$ cat config.mk
export PLATFORM = sky130hd
export DESIGN_NAME = rot_bank_mapper
export DESIGN_NICKNAME = d
export VERILOG_FILES = /design/src/rtl/rot_bank_mapper_pkg.sv /design/src/rtl/mapper_ctrl_regs.sv /design/src/rtl/mapper_window_xlat.sv /design/src/rtl/mapper_io_read.sv /design/src/rtl/rot_bank_mapper.sv
export SDC_FILE = /design/constraint.sdc
export NUM_CORES = 1
export LEC_CHECK = 0
export BUFFER_PORTS_ARGS = -buffer_cell sky130_fd_sc_hd__buf_4
export CORE_ASPECT_RATIO = 1.4
export CORE_MARGIN = 2
export CORE_UTILIZATION = 31
export CTS_CLUSTER_DIAMETER = 30
export DETAILED_ROUTE_END_ITERATION = 10
export PLACE_DENSITY = 0.85
export SYNTH_ARGS = -nofsm -noshare
export SYNTH_HDL_FRONTEND = slang
export SYNTH_SLANG_ARGS = --single-unit
$ cat constraint.sdc
create_clock -name clk -period 2.8 [get_ports clk]
set_input_delay 0.42 -clock clk [delete_from_list [all_inputs] [get_ports clk]]
set_output_delay 0.42 -clock clk [all_outputs]
set_load 0.05 [all_outputs]
$ cat src/rtl/rot_bank_mapper_pkg.sv
package rot_bank_mapper_pkg;

  typedef struct packed {
    logic [7:0] sram_reg;
    logic [7:0] mode_reg;
    logic [7:0] bank_reg;
  } map_regs_t;

  localparam logic [3:0] SEL_SRAM = 4'hD;
  localparam logic [3:0] SEL_MODE = 4'hE;
  localparam logic [3:0] SEL_BANK = 4'hF;

  localparam int UNLOCK_BIT  = 7;
  localparam int LINEAR_BIT  = 6;
  localparam int SRAM_BIT    = 7;
  localparam int IDX_LSB     = 4;

  localparam map_regs_t REGS_RESET = '{sram_reg: 8'h00, mode_reg: 8'h80, bank_reg: 8'h00};

endpackage

$ cat src/rtl/mapper_ctrl_regs.sv
module mapper_ctrl_regs
  import rot_bank_mapper_pkg::*;
#(
  parameter int ADDR_W = 24,
  parameter int SPAN_W = 16
) (
  input  logic              clk,
  input  logic              rst_n,
  input  logic              wr_en,
  input  logic              wr_word,
  input  logic [ADDR_W-1:0] wr_addr,
  input  logic [15:0]       wr_data,
  output map_regs_t         regs_q
);

  logic       in_span;
  logic       unlocked;
  logic       accept;
  logic [3:0] sel;
  logic [7:0] lane;
  logic       unused_addr_bits;

  assign in_span  = (wr_addr[ADDR_W-1:SPAN_W] == '0);
  assign sel      = wr_addr[11:8];
  assign unlocked = regs_q.mode_reg[UNLOCK_BIT];
  assign accept   = wr_en && in_span && unlocked;
  assign lane     = (wr_word || wr_addr[0]) ? wr_data[7:0] : wr_data[15:8];

  assign unused_addr_bits = ^{wr_addr[SPAN_W-1:12], wr_addr[7:1]};

  always_ff @(posedge clk) begin
    if (!rst_n) begin
      regs_q <= REGS_RESET;
    end else if (accept) begin
      case (sel)
        SEL_SRAM: regs_q.sram_reg <= lane;
        SEL_MODE: regs_q.mode_reg <= lane;
        SEL_BANK: regs_q.bank_reg <= lane;
        default:  ;
      endcase
    end
  end

endmodule

$ cat src/rtl/mapper_window_xlat.sv
module mapper_window_xlat
  import rot_bank_mapper_pkg::*;
#(
  parameter int ADDR_W  = 24,
  parameter int WIN_W   = 18,
  parameter int NUM_WIN = 8,
  localparam int IDX_W  = $clog2(NUM_WIN),
  localparam int ROM_W  = WIN_W + IDX_W
) (
  input  map_regs_t         regs_q,
  input  logic [ADDR_W-1:0] cpu_addr,
  output logic [ROM_W-1:0]  rom_addr
);

  logic [IDX_W-1:0] base_idx;
  logic             linear;
  logic [IDX_W-1:0] win_sel;
  logic [IDX_W-1:0] bank_of [NUM_WIN];
  logic             unused_bits;

  assign base_idx = regs_q.bank_reg[IDX_LSB +: IDX_W];
  assign linear   = regs_q.mode_reg[LINEAR_BIT];
  assign win_sel  = cpu_addr[WIN_W +: IDX_W];

  for (genvar w = 0; w < NUM_WIN; w++) begin : g_win
    localparam logic [IDX_W-1:0] OFS = IDX_W'(w);
    assign bank_of[w] = linear ? (base_idx + OFS) : base_idx;
  end

  assign rom_addr = {bank_of[win_sel], cpu_addr[WIN_W-1:0]};

  assign unused_bits = ^{cpu_addr[ADDR_W-1:ROM_W], regs_q.sram_reg,
                         regs_q.mode_reg[7], regs_q.mode_reg[5:0],
                         regs_q.bank_reg[7], regs_q.bank_reg[3:0]};

endmodule

$ cat src/rtl/mapper_io_read.sv
module mapper_io_read
  import rot_bank_mapper_pkg::*;
#(
  parameter int          ADDR_W  = 24,
  parameter logic [15:0] IO_PAGE = 16'hA130
) (
  input  logic              rd_en,
  input  logic [ADDR_W-1:0] rd_addr,
  input  map_regs_t         regs_q,
  output logic              rd_hit,
  output logic [7:0]        rd_data
);

  logic unused_bits;

  assign rd_hit  = rd_en && (rd_addr[ADDR_W-1:8] == IO_PAGE);
  assign rd_data = rd_hit ? {regs_q.bank_reg[7:4], 4'h0} : 8'h00;

  assign unused_bits = ^{rd_addr[7:0], regs_q.sram_reg, regs_q.mode_reg,
                         regs_q.bank_reg[3:0]};

endmodule

$ cat src/rtl/rot_bank_mapper.sv
module rot_bank_mapper
  import rot_bank_mapper_pkg::*;
#(
  parameter int ADDR_W  = 24,
  parameter int SPAN_W  = 16,
  parameter int WIN_W   = 18,
  parameter int NUM_WIN = 8,
  localparam int ROM_W  = WIN_W + $clog2(NUM_WIN)
) (
  input  logic              clk,
  input  logic              rst_n,
  input  logic              wr_en,
  input  logic              wr_word,
  input  logic [ADDR_W-1:0] wr_addr,
  input  logic [15:0]       wr_data,
  input  logic              rd_en,
  input  logic [ADDR_W-1:0] rd_addr,
  output logic              rd_hit,
  output logic [7:0]        rd_data,
  input  logic [ADDR_W-1:0] cpu_addr,
  output logic [ROM_W-1:0]  rom_addr,
  output logic              sram_map
);

  map_regs_t regs_q;

  mapper_ctrl_regs #(.ADDR_W(ADDR_W), .SPAN_W(SPAN_W)) u_regs (
    .clk     (clk),
    .rst_n   (rst_n),
    .wr_en   (wr_en),
    .wr_word (wr_word),
    .wr_addr (wr_addr),
    .wr_data (wr_data),
    .regs_q  (regs_q)
  );

  mapper_window_xlat #(.ADDR_W(ADDR_W), .WIN_W(WIN_W), .NUM_WIN(NUM_WIN)) u_xlat (
    .regs_q   (regs_q),
    .cpu_addr (cpu_addr),
    .rom_addr (rom_addr)
  );

  mapper_io_read #(.ADDR_W(ADDR_W)) u_rd (
    .rd_en   (rd_en),
    .rd_addr (rd_addr),
    .regs_q  (regs_q),
    .rd_hit  (rd_hit),
    .rd_data (rd_data)
  );

  assign sram_map = regs_q.sram_reg[SRAM_BIT];

endmodule

==> flow_summary.yaml <==
run_status:
  status: "finished clean"
logic_synthesis:
  synth.avg_cell_area_um2: 8.42
  ys_ff_latch: 7
  synth_cells: 93
  yosysTopAreaCell: "buf_4"
  yosysSeqAreaShare_pct: 17.9
  synth_compound_area_share_pct: 6.23
  synthFlopType: "dfxtp_1"
  synthSimpleGateAreaFrac_pct: 31.3
  ys_top_cells_by_area: "buf_4, dfxtp_1, mux2i_1"
  async_flop_share_pct: 0
  synth-adder-area-share_pct: 3.19
  synth-edff-count: 0
  synth_xor_area_share_pct: 3.35
  synthMuxAreaShare_pct: 13.1
  post-synth-top-count-cell: "buf_4"
  synth_warnings: 0
  synth_common_cells: "buf_4, mux2i_1, dfxtp_1"
  synth_top_cell_area_share_pct: 21.1
  synth_cell_types: 29
  synth_area_um2: 783
  synth_top_family_by_area: "simple AND/OR/NAND/NOR gates"
cts:
  cts_tree: "built"
  h-tree-depth: 1
  cts.clk_slew.worst_paths_ns: 0.05
  post_cts_buffers: 0
  clkLatencyLatePin_ns: 0.26
  cts_made_buffers: 3
  clk_path_buf_depth: 2
  hold_buffers: 0
  cts_sinks: 7
  cts_resized: 0
  cts_root_buf: "clkbuf_4"
global_routing:
  grt_usage_pct: 13.3
  grt_overflow: 0
  grt_pass1_vias: 714
  grt_pass1_wl_um: 2870
  grt_max_degree: 8
  antenna_found_initial: 0
cells_and_area:
  fin_nets: 226
  postLayoutCellArea_um2: 1080
  fin_util_pct: 45.4
  areaGrowthSynthToFinish_pct: 38.5
  drive_gt1_share_pct: 46.2
  largestRegisters: "u_regs.regs_q x7"
  finalNonFillerCells: 164
  top_register: "u_regs.regs_q"
  largest_reg_flops: 7
  antennaDiodeCount: 0
placed_design:
  dp.cells: 160
  io_buffers: 53
  routabilityCongestion: 0.769
  post_dp_cell_area_um2: 1060
  place_hpwl_um: 1670
pwr:
  power.density_nw_per_um2: 254
  p_leak_nw: 0.508
  ir_drop_mv: 0.191
  p_total_w: 0.000275
floorplan:
  ios: 124
  coreArea_um2: 2390
  die_area_um2: 2950
  die_y_um: 63.5
  start_util_pct: 32.8
  fp.dieW_um: 46.5
  rows: 21
hold_path:
  holdPathStages: 2
  min_to: "u_regs.regs_q[15]"
  worstHoldStart: "rst_n"
  holdCritPathClass: "in -> reg"
sta:
  setup_tns_ns: 0
  finalSetupViolCount: 0
  drv_slew: 0
  fmax_mhz: 459
  period_needed_ns: 2.18
  finalHoldViolCount: 0
  rsz0062_at_grt: "no"
  clock_skew_ns: 0.00741
  min_period_over_period_pct: 77.8
setup_path:
  ff2ff_path_depth: 4
  r2r_slack_ns: 1.50
  arrival_ns: 1.76
  r2r_start: "u_regs.regs_q[15]"
  path_max_fanout: 5
  path_cells: "inv_1 -> ha_1 -> nand2b_1 -> nand3_1 -> o21ai_0 -> a21oi_1 -> buf_4"
  worstSetupPathType: "reg -> out"
  critPathMaxStageDelay_ns: 0.39
  critical_path_required_ns: 2.38
  worstSetupStartpointType: "flip-flop"
  cpMaxStageDelayCell: "dfxtp_1"
  critPathCaptureType: "primary output"
  r2r_end: "u_regs.regs_q[4]"
route:
  wire_per_inst_um: 11.4
  wl_um: 1880
  vias_per_cell: 4.65
  vias: 763
  firstDrtPassIters: 4
  ant_nets: 0
  drc: 0
  drtIter0Drc: 3
flow_run:
  drv_cap: 0
[layout by cell type, fill, tap and decap left out, drive strengths merged]
master  count
a211oi      1
a21oi       1
a311oi      1
a31oi       1
and2        4
and4        1
and4b       3
buf        53
clkbuf      4
conb        4
dfxtp       7
ha          2
inv         4
mux2        2
mux2i       8
nand2       4
nand2b      1
nand3       1
nand3b      1
nand4       3
nor2        5
nor2b       4
nor3        2
nor4        1
nor4b       2
nor4bb      3
o21ai       3
or2         1
xnor2       3
[metal layers]
layer | GRT usage (%) | wire [µm] | vias up
li1 | - | - | 373
met1 | 13.3 | 621 | 344
met2 | 21.7 | 1050 | 36
met3 | 3.44 | 142 | 10
met4 | 10.7 | 57 | 0
met5 | 0 | 0 | -
[final cells by class]
type | count | area (µm²)
clock buffer | 4 | 26.3
sequential | 7 | 140
inverter | 4 | 15.0
fill | 252 | 1310
multi-input combinational | 62 | 463
tap | 34 | 42.5
timing repair buffer | 53 | 398
[critical path, delay by kind of cell, from the launching register on]
kind,cells,cell delay [ns]
simple gates,2,0.24
flops,1,0.39
compound gates,2,0.26
fa+ha+maj,1,0.29
buf+inv,2,0.32
[how the worst max path moves through the flow]
stage | start | to | slack, ns | depth (start not counted)
global placement | rd_addr[11] | rd_data[6] | 0.79 | 6
detailed placement | rd_addr[11] | rd_data[6] | 0.74 | 6
global route | u_regs.regs_q[5] | rom_addr[19] | 0.50 | 7
CTS | u_regs.regs_q[5] | rom_addr[19] | 0.61 | 7
floorplan | rd_addr[11] | rd_data[6] | 0.26 | 4
finish | u_regs.regs_q[5] | rom_addr[19] | 0.62 | 7
[cells by family after synthesis]
family	count (synthesis)
AOI/OAI and AO/OA	7
xor gates and xnor gates	3
adders and majority gates	2
buffers and inverters	27
DFF	7
muxes	10
other	1
and+or+nand+nor	36
[power by group]
group          switching [W]  leakage [nW]  internal [W]  total (W)
registers      0.00000000924        0.0564     0.0000998  0.0000998
clock network      0.0000386        0.0150     0.0000545  0.0000931
logic              0.0000332         0.436     0.0000494  0.0000826
total              0.0000718         0.508      0.000204   0.000275
[stage by stage]
| stage | setup WS [ns] | hold slack [ns] |
|---|---|---|
| 2_1_floorplan | 0.258 | 0.434 |
| 3_3_place_gp | 0.787 | 0.450 |
| 3_5_place_dp | 0.742 | 0.467 |
| 4_1_cts | 0.605 | 0.357 |
| 5_1_grt | 0.501 | 0.367 |
| 6_report | 0.621 | 0.366 |
No activity file was read; power rests on OpenSTA's default activity.
